--- src/rtl/cfg_pkg.sv ---
package cfg_pkg;

    localparam int NBANK  = 8;
    localparam int NSLOT  = 24;
    localparam int NGLOB  = 16;
    localparam int BANK_W = $clog2(NBANK);
    localparam int SLOT_W = $clog2(NSLOT);
    localparam int GLOB_W = $clog2(NGLOB);

    localparam logic [7:0] LDN_PTR    = 8'h07;
    localparam logic [3:0] GLOB_HI    = 4'h2;
    localparam logic [7:0] BANK_SPLIT = 8'h30;
    localparam logic [7:0] NO_DATA    = 8'hFF;

    typedef enum logic [1:0] {
        TGT_NONE,
        TGT_LDN,
        TGT_GLOB,
        TGT_BANK
    } tgt_e;

    typedef struct packed {
        logic              ok;
        logic [SLOT_W-1:0] num;
    } slot_t;

    typedef struct packed {
        logic              ok;
        logic [BANK_W-1:0] num;
    } bank_t;

    // Pointer to slot: 30h, 60h-63h, 70h-71h, 74h-75h, F0h-FEh.
    function automatic slot_t slot_of(input logic [7:0] ptr);
        slot_t r;
        r.ok  = 1'b1;
        r.num = '0;
        if (ptr == BANK_SPLIT)
            r.num = '0;
        else if (ptr[7:2] == 6'b0110_00)
            r.num = SLOT_W'(1 + ptr[1:0]);
        else if (ptr[7:1] == 7'b0111_000)
            r.num = SLOT_W'(5 + ptr[0]);
        else if (ptr[7:1] == 7'b0111_010)
            r.num = SLOT_W'(7 + ptr[0]);
        else if (ptr[7:4] == 4'hF && ptr[3:0] != 4'hF)
            r.num = SLOT_W'(9 + ptr[3:0]);
        else
            r.ok = 1'b0;
        return r;
    endfunction

    // Device number to bank: 00h-03h -> 0-3, 05h-08h -> 4-7.
    function automatic bank_t bank_of(input logic [7:0] dn);
        bank_t r;
        r.ok  = 1'b1;
        r.num = '0;
        if (dn <= 8'h03)
            r.num = BANK_W'(dn);
        else if (dn >= 8'h05 && dn <= 8'h08)
            r.num = BANK_W'(dn - 8'h01);
        else
            r.ok = 1'b0;
        return r;
    endfunction

endpackage

--- src/rtl/cfg_port_decode.sv ---
module cfg_port_decode #(
    parameter int              AW     = 16,
    parameter logic [AW-1:0]   BASE_A = 16'h002E,
    parameter logic [AW-1:0]   BASE_B = 16'h015C
) (
    input  logic [1:0]    strap,
    input  logic [AW-1:0] addr,
    input  logic          rd,
    input  logic          wr,
    output logic          ptr_rd,
    output logic          ptr_wr,
    output logic          win_rd,
    output logic          win_wr
);
    logic          enabled;
    logic [AW-1:0] base;
    logic          hit_ptr;
    logic          hit_win;

    always_comb begin
        enabled = strap[1];
        base    = strap[0] ? BASE_B : BASE_A;
        hit_ptr = enabled && (addr == base);
        hit_win = enabled && (addr == base + AW'(1));
        ptr_rd  = hit_ptr && rd;
        ptr_wr  = hit_ptr && wr;
        win_rd  = hit_win && rd;
        win_wr  = hit_win && wr;
    end
endmodule

--- src/rtl/cfg_target_map.sv ---
module cfg_target_map
    import cfg_pkg::*;
(
    input  logic [7:0]        ptr,
    input  logic [7:0]        dev_num,
    output tgt_e              tgt,
    output logic [GLOB_W-1:0] glob_num,
    output logic [BANK_W-1:0] bank_num,
    output logic [SLOT_W-1:0] slot_num
);
    slot_t s;
    bank_t b;

    always_comb begin
        s        = slot_of(ptr);
        b        = bank_of(dev_num);
        glob_num = ptr[GLOB_W-1:0];
        bank_num = b.num;
        slot_num = s.num;
        tgt      = TGT_NONE;
        if (ptr < BANK_SPLIT) begin
            if (ptr == LDN_PTR)
                tgt = TGT_LDN;
            else if (ptr[7:4] == GLOB_HI)
                tgt = TGT_GLOB;
        end else if (s.ok && b.ok) begin
            tgt = TGT_BANK;
        end
    end
endmodule

--- src/rtl/cfg_regfile.sv ---
module cfg_regfile
    import cfg_pkg::*;
#(
    parameter int NB  = NBANK,
    parameter int NS  = NSLOT,
    parameter int NG  = NGLOB,
    localparam int BW = $clog2(NB),
    localparam int SW = $clog2(NS),
    localparam int GW = $clog2(NG)
) (
    input  logic                      clk,
    input  logic                      rst_n,
    input  logic                      ptr_wr,
    input  logic                      win_wr,
    input  logic [7:0]                wdata,
    input  tgt_e                      tgt,
    input  logic [GW-1:0]             glob_num,
    input  logic [BW-1:0]             bank_num,
    input  logic [SW-1:0]             slot_num,
    output logic [7:0]                ptr_q,
    output logic [7:0]                dev_num_q,
    output logic [NG-1:0][7:0]        glob_q,
    output logic [NB-1:0][NS-1:0][7:0] bank_q
);
    typedef struct packed {
        logic [7:0]                 ptr;
        logic [7:0]                 dev_num;
        logic [NG-1:0][7:0]         glob;
        logic [NB-1:0][NS-1:0][7:0] bank;
    } state_t;

    state_t st_d, st_q;

    always_comb begin
        st_d = st_q;
        if (ptr_wr)
            st_d.ptr = wdata;
        if (win_wr) begin
            case (tgt)
                TGT_LDN:  st_d.dev_num = wdata;
                TGT_GLOB: st_d.glob[glob_num] = wdata;
                TGT_BANK: st_d.bank[bank_num][slot_num] = wdata;
                default:  ;
            endcase
        end
    end

    always_ff @(posedge clk or negedge rst_n) begin
        if (!rst_n)
            st_q <= '0;
        else
            st_q <= st_d;
    end

    assign ptr_q     = st_q.ptr;
    assign dev_num_q = st_q.dev_num;
    assign glob_q    = st_q.glob;
    assign bank_q    = st_q.bank;
endmodule

--- src/rtl/cfg_space_top.sv ---
module cfg_space_top
    import cfg_pkg::*;
#(
    parameter int AW = 16,
    localparam int GBITS = NGLOB * 8,
    localparam int BBITS = NBANK * NSLOT * 8
) (
    input  logic             clk,
    input  logic             rst_n,
    input  logic [1:0]       strap,
    input  logic [AW-1:0]    io_addr,
    input  logic             io_rd,
    input  logic             io_wr,
    input  logic [7:0]       io_wdata,
    output logic [7:0]       io_rdata,
    output logic             io_rdata_oe,
    output logic [NBANK-1:0] dev_en,
    output logic [GBITS-1:0] glob_regs,
    output logic [BBITS-1:0] bank_regs
);
    logic ptr_rd, ptr_wr, win_rd, win_wr;
    tgt_e tgt;
    logic [GLOB_W-1:0] glob_num;
    logic [BANK_W-1:0] bank_num;
    logic [SLOT_W-1:0] slot_num;
    logic [7:0] ptr_q, dev_num_q;
    logic [NGLOB-1:0][7:0] glob_q;
    logic [NBANK-1:0][NSLOT-1:0][7:0] bank_q;

    cfg_port_decode #(.AW(AW)) u_dec (
        .strap  (strap),
        .addr   (io_addr),
        .rd     (io_rd),
        .wr     (io_wr),
        .ptr_rd (ptr_rd),
        .ptr_wr (ptr_wr),
        .win_rd (win_rd),
        .win_wr (win_wr)
    );

    cfg_target_map u_map (
        .ptr      (ptr_q),
        .dev_num  (dev_num_q),
        .tgt      (tgt),
        .glob_num (glob_num),
        .bank_num (bank_num),
        .slot_num (slot_num)
    );

    cfg_regfile u_rf (
        .clk       (clk),
        .rst_n     (rst_n),
        .ptr_wr    (ptr_wr),
        .win_wr    (win_wr),
        .wdata     (io_wdata),
        .tgt       (tgt),
        .glob_num  (glob_num),
        .bank_num  (bank_num),
        .slot_num  (slot_num),
        .ptr_q     (ptr_q),
        .dev_num_q (dev_num_q),
        .glob_q    (glob_q),
        .bank_q    (bank_q)
    );

    // Read path: pointer readback or window into the selected byte.
    always_comb begin
        io_rdata_oe = ptr_rd || win_rd;
        io_rdata    = 8'h00;
        if (ptr_rd) begin
            io_rdata = ptr_q;
        end else if (win_rd) begin
            case (tgt)
                TGT_LDN:  io_rdata = dev_num_q;
                TGT_GLOB: io_rdata = glob_q[glob_num];
                TGT_BANK: io_rdata = bank_q[bank_num][slot_num];
                default:  io_rdata = NO_DATA;
            endcase
        end
    end

    for (genvar b = 0; b < NBANK; b++) begin : g_en
        assign dev_en[b] = bank_q[b][0][0];
    end

    assign glob_regs = glob_q;
    assign bank_regs = bank_q;
endmodule

--- config.mk ---
export PLATFORM = sky130hd
export DESIGN_NAME = cfg_space_top
export DESIGN_NICKNAME = d
export VERILOG_FILES = /design/src/rtl/cfg_pkg.sv /design/src/rtl/cfg_port_decode.sv /design/src/rtl/cfg_target_map.sv /design/src/rtl/cfg_regfile.sv /design/src/rtl/cfg_space_top.sv
export SDC_FILE = /design/constraint.sdc
export NUM_CORES = 2
export LEC_CHECK = 0
export BUFFER_PORTS_ARGS = -buffer_cell sky130_fd_sc_hd__buf_2
export CAP_MARGIN = 20
export CELL_PAD_IN_SITES_DETAIL_PLACEMENT = 1
export CELL_PAD_IN_SITES_GLOBAL_PLACEMENT = 2
export CORE_AREA = 2 2 666 668
export DETAILED_ROUTE_END_ITERATION = 8
export DIE_AREA = 0 0 668 670
export GPL_TIMING_DRIVEN = 1
export PLACE_DENSITY = 0.54
export SLEW_MARGIN = 15
export SYNTH_ARGS = -nofsm -noshare
export SYNTH_HDL_FRONTEND = slang
export SYNTH_SLANG_ARGS = --single-unit
--- constraint.sdc ---
create_clock -name clk -period 4.35 [get_ports clk]
set_clock_uncertainty 0.15 [all_clocks]
set_input_delay 0.2175 -clock clk [delete_from_list [all_inputs] [get_ports clk]]
set_output_delay 0.2175 -clock clk [all_outputs]
set_load 0.02 [all_outputs]
# After elaboration in Yosys (flattened, before gate mapping)
# Cells that the tools add are included.
dict set report word_totals {
  ff_bits 1680
  inputBits 30
  output_inout_bits 1681
  wordCells 291
}
dict set report op_classes {
  n_addsub 6
  order_cmp 10
  eq_ne 13
  mux 36
  reduce_logical 16
}
# cell n
set ops {}
lappend ops {{$bwmux W1536} 1}
lappend ops {{$bmux W192 S3} 1}
lappend ops {{$demux W192 S3} 1}
lappend ops {{$mux W192} 2}
lappend ops {{$bwmux W128} 1}
lappend ops {{$mux W8} 6}
lappend ops {{$bmux W8 S5} 1}
lappend ops {{$demux W8 S5} 1}
lappend ops {{$bmux W8 S4} 1}
lappend ops {{$demux W8 S4} 1}
lappend ops {{$eq A16 B16 Y1} 2}
lappend ops {{$mux W5} 5}
lappend ops {{$pmux W8 S3} 1}
lappend ops {{$add A16 B1 Y16 const B} 1}
lappend ops {{$eq A7 B6 Y1 const B} 2}
lappend ops {{$logic_and A1 B1 Y1} 12}
lappend ops {{$mux W9} 1}
lappend ops {{$add A3 B1 Y4 const A} 2}
lappend ops {{$eq A8 B3 Y1 const B} 1}
lappend ops {{$eq A8 B6 Y1 const B} 1}
lappend ops {{$ge A8 B3 Y1 const B} 1}
lappend ops {{$le A8 B2 Y1 const B} 1}
lappend ops {{$le A8 B4 Y1 const B} 1}
lappend ops {{$lt A8 B6 Y1 const B} 1}
lappend ops {{20 further kinds} 33}

# Longest topological paths before layout
dict set report depth {
  ltp_word 14
  mapped_depth 17
  mapped_depth_nobuf 12
}

# Modules after synthesis
# A second synthesis with hierarchy kept.
dict set report hier_totals {
  cells_unflattened 5060
  hier_area_um2 80198.2
}
# module n_inst cells_each area_each_um2 seq_area_each_um2
set modules_own_cells {}
lappend modules_own_cells {cfg_regfile 1 3891 65922.0 42040.3}
lappend modules_own_cells {cfg_space_top 1 1086 13695.6 0.0}
lappend modules_own_cells {cfg_target_map 1 67 456.7 0.0}
lappend modules_own_cells {cfg_port_decode 1 16 123.9 0.0}

# Worst setup path after synthesis
# OpenSTA, ideal clock, no wires.
dict set report synth_timing {
  kind {register -> output}
  startpoint {register u_rf.st_q, in the netlist u_rf.dev_num_q[0]}
  endpoint {output port io_rdata[4]}
  arrival_ns 3.911
  required_time_ns 3.983
  setup_slack_ns 0.072
  stages_incl_launch_ff 16
  n_path_buf 3
  cell_sequence {dfrtp_1 > buf_1 > inv_1 > ha_1 > clkbuf_1 > nor2_1 > a31o_2 > nor2_2 > clkbuf_1 > nand2_1 > a31oi_1 > o221a_2 > nor2_1 > a2111oi_0 > o22ai_1 > o41ai_1}
}
dict set report synth_between {
  elab_chain_len 11
  word_cells_on_any_way 22
  classes_between {add/sub: 1; order compare: 3; eq/ne: 3; mux: 13; reduce/logical: 2}
}
# element line
set synth_rtl {}
lappend synth_rtl {{start, declared} cfg_regfile.sv:32} ;# state_t st_d, st_q;
lappend synth_rtl {{start signal, assigned} cfg_regfile.sv:52} ;# st_q <= st_d;
lappend synth_rtl {{$ge A8 B3 Y1 / $le A8 B4 Y1 (equally long branches)} cfg_pkg.sv:59} ;# else if (dn >= 8'h05 && dn <= 8'h08)
lappend synth_rtl {{$logic_and A1 B1 Y1} cfg_pkg.sv:59}
lappend synth_rtl {{$mux W3 / $mux W1 (equally long branches)} cfg_pkg.sv:59}
lappend synth_rtl {{$mux W3 / $mux W1 (equally long branches)} cfg_pkg.sv:57} ;# if (dn <= 8'h03)
lappend synth_rtl {{$bmux W192 S3 / $logic_and A1 B1 Y1 (equally long branches)} {cfg_space_top.sv:76, cfg_target_map.sv:26}}
lappend synth_rtl {{$mux W192 (not written as such) / $mux W2 (equally long branches)} {cfg_space_top.sv:76, cfg_target_map.sv:26}}
lappend synth_rtl {{$bmux W8 S5 / $mux W2 (equally long branches)} {cfg_space_top.sv:76, cfg_target_map.sv:21}}
lappend synth_rtl {{$mux W8 (not written as such), or another cell as far along} cfg_space_top.sv:76} ;# TGT_BANK: io_rdata = bank_q[bank_num][slot_num];
lappend synth_rtl {{$pmux W8 S3 *} cfg_space_top.sv:73} ;# case (tgt)
lappend synth_rtl {{$mux W8 *} cfg_space_top.sv:72} ;# end else if (win_rd) begin
lappend synth_rtl {{$mux W8 *} cfg_space_top.sv:70} ;# if (ptr_rd) begin
lappend synth_rtl {{end, declared} cfg_space_top.sv:15} ;# output logic [7:0] io_rdata,
# Every way passes the cells marked *; elsewhere a longest branch is shown, timed or not. The select of a mux whose other input is x is not followed.

# Worst setup path in the final report
dict set report layout_timing {
  startpoint {register u_rf.st_q, in the netlist u_rf.dev_num_q[1]}
  endpoint {output port io_rdata[2]}
}
# The elaborated chain is that of the path after synthesis.

==> impl_metrics.yaml <==
sta:
  hold_viol_final: 0
  slew_viol_final: 0
  finalWorstSetupSlack_ns: -1.945
  holdWs_ns: 0.001220
  min_period_ns: 6.295
  slew_headroom_pct: 7.064
  min_period_over_period_pct: 144.7
  worstMarginPinSlew_ns: 1.394
  fmax_ghz: 0.1589
  finalSetupViolations: 8
  rsz0062_at_grt: "yes"
clock_network:
  clockBufferDepth: 4
  htreeDepth: 4
  cts_root_buf: "clkbuf_16"
  cts_tree: "done"
  cts-buffers-inserted: 218
  cts.sinks: 1680
  insertion_delay_ns: 0.99
  clkTransAtPathRegs_ns: 0.09
yosys:
  syn_area_mm2: 0.07687
  ys_types: 87
  ys_seq_area_share_pct: 54.69
  synth_flop_cell: "dfrtp_1"
  async_reset_ff_share_pct: 100.0
  yosysWarningCount: 0
  synthCells: 6134
  synth_edf_count: 0
  synth.avg_cell_area_um2: 12.53
  ys_ff_latch: 1680
  synth_nets: 6171
worst_setup_path:
  critPathLaunchType: "register"
  critical_path_required_ns: 3.98
  crit_type: "reg -> out"
  cp.arrival_ns: 5.93
  cp_max_fo: 6
  cp-end-kind: "output port"
layout:
  stdcell_area_mm2: 0.1127
  layout_commonest_cell: "buf_2"
  fin_cells: 14838
  drive_gt1_share_pct: 59.47
  fill_cells: 49047
  final_cell_mix: "buf_2 (1693), dfrtp_1 (1676), mux2_2 (1652), buf_4 (782), nand2_1 (557)"
  multi_input_area_mm2: 0.03478
  final-seq-area_mm2: 0.04205
  syn2layout_area_growth_pct: 46.56
  nNetsFinal: 8759
floorplan:
  die_area_mm2: 0.4476
  chipHeight_um: 670
  core_area_mm2: 0.4402
  start_util_pct: 17.46
  die_x_um: 668
  fp-row-count: 244
  ios: 1711
status:
  violations: "setup timing"
  status: "complete, but fails checks"
placement:
  place_area_mm2: 0.1016
  pre_cts_ws_ns: -2.021
  numPortBuffers: 1710
  dp.cells: 14285
  hpwl_mm: 527.4
  place_congestion: 0.9461
detailed_routing:
  wl_mm: 663.1
  dr_total_vias: 71434
  ant_nets: 0
  detail_route.first_pass.iterations: 6
  drc_errors: 0
  drt_iter0_markers: 7204
  vias_per_cell: 4.814
  post_drt_wl_per_cell_um: 44.69
grt:
  overflow: 0
  antenna_found_initial: 69
  grt_max_degree: 124
  grt_pass1_wl_mm: 840.3
  grt_pass1_vias: 73502
  grtUsageTotal_pct: 28.60
pwr:
  ir_worst_vdd_mv: 0.3160
  p_leak_nw: 56.86
  p_per_area_mw_per_mm2: 320.9
flow_run:
  maxCapViolations: 0
worst_hold_path:
  hp-class: "in -> async"
-- path summary, 6_finish.rpt --
kind / slack, ns / depth (start not counted) / endpoint / start
setup reg to reg: 0.01 / 14 / u_rf.bank_q[1104]$_DFFE_PN0P_ / u_rf.ptr_q[4]$_DFFE_PN0P_
max in group asynchronous: 3.01 / 4 / u_rf.bank_q[1168]$_DFFE_PN0P_ / rst_n
hold / removal: 0.001 / 3 / u_rf.bank_q[1063]$_DFFE_PN0P_ / rst_n
setup / recovery: -1.94 / 17 / io_rdata[2] / u_rf.dev_num_q[1]$_DFFE_PN0P_
min in group clk: 0.07 / 10 / u_rf.ptr_q[0]$_DFFE_PN0P_ / io_addr[15]
hold reg to reg: 0.37 / 1 / u_rf.bank_q[272]$_DFFE_PN0P_ / u_rf.bank_q[272]$_DFFE_PN0P_
-- registers in the layout (all words and copies together), names as in the netlist --
name            cells
u_rf.bank_q      1536
u_rf.glob_q       128
u_rf.dev_num_q      8
u_rf.ptr_q          8
-- per-layer routing --
metal	vias up	part of all wire, %	global-route usage (%)
li1	27911	-	-
met1	38857	39	34.53
met2	3687	45	45.74
met3	975	8.6	8.367
met4	4	6.8	15.30
met5	-	0.0062	0
-- logic make-up (layout without fill, tap and decap cells) --
group	count (synthesis)	in the layout	share of synthesized area (%)
flops	1680	1680	54.69
fa+ha+maj	7	7	0.1139
simple gates	1273	1273	7.766
other cells	0	33	0
mux	1795	1795	26.80
buf+inv	470	3237	2.586
compound gates	906	906	8.007
xor+xnor	3	3	0.03419
-- critical path, stage by stage, from the launching register on --
cell and delay, ns:
dfrtp_1 0.40, inv_2 0.12, ha_4 0.14, and2b_4 0.22, or3_4 0.41, a21oi_4 0.20
buf_8 0.17, buf_6 0.12, mux2_2 0.16, o22ai_2 0.06, nor3_1 0.19, buf_4 0.14
o221ai_1 0.10, a222oi_1 1.13, a211oi_4 0.32, o41ai_4 0.64, buf_4 0.26, buf_12 0.11
-- stage by stage --
step                      utilization [%]  total power, mW  TNS (ns)
final                               25.59            36.15    -12.17
after floorplan                         -            16.09         0
after global routing                25.57            37.07    -12.77
after detailed placement            23.08            16.83    -67.42
after CTS                           25.38            36.47    -12.73
after global placement              23.07            16.82    -70.94
-- synthesized netlist by cell type (18+ instances only) --
cell type / n / area share [%]
o22ai_1: 283 / 2.3
a211oi_1: 29 / 0.28
nand3_1: 125 / 0.81
buf_2: 110 / 0.72
mux4_2: 40 / 1.2
nand2_1: 575 / 2.8
clkbuf_1: 292 / 1.4
buf_1: 39 / 0.19
nor2_2: 93 / 0.76
nor3_1: 54 / 0.35
a21oi_1: 99 / 0.64
nor4_1: 23 / 0.19
buf_4: 21 / 0.21
o21ai_0: 108 / 0.70
mux2i_1: 50 / 0.65
a31oi_1: 111 / 0.90
nor2_4: 41 / 0.60
mux2_1: 50 / 0.73
dfrtp_1: 1680 / 55
nor2_1: 259 / 1.3
mux2_2: 1655 / 24
o22a_1: 18 / 0.21
a32o_1: 20 / 0.26
o221ai_1: 80 / 0.91
-- report_power, final --
| group | internal [mW] | switching (mW) |
|---|---|---|
| Sequential | 15.6 | 0.0000179 |
| Combinational | 0.117 | 0.811 |
| Clock | 11.4 | 8.17 |
-- timing repair --
action                                  4_1_cts  5_1_grt
endpoints found under the setup margin      218      197
hold buffers                                 16        0
resized for setup                           333      121
setup buffers                                75       42
pin swaps                                    72       71
hold endpoints to repair                   1190        0
cloned                                        5        2
-- final cells by class --
cell class / count / share of cell area [%]
sequential: 1680 / 37.32
multi-input combinational: 3984 / 30.87
timing repair buffer: 2831 / 18.40
tap: 5904 / 6.557
clock buffer: 314 / 5.669
clock inverter: 85 / 1.085
antenna: 33 / 0.07330
inverter: 7 / 0.02332
No activity file was read; power rests on OpenSTA's default activity.
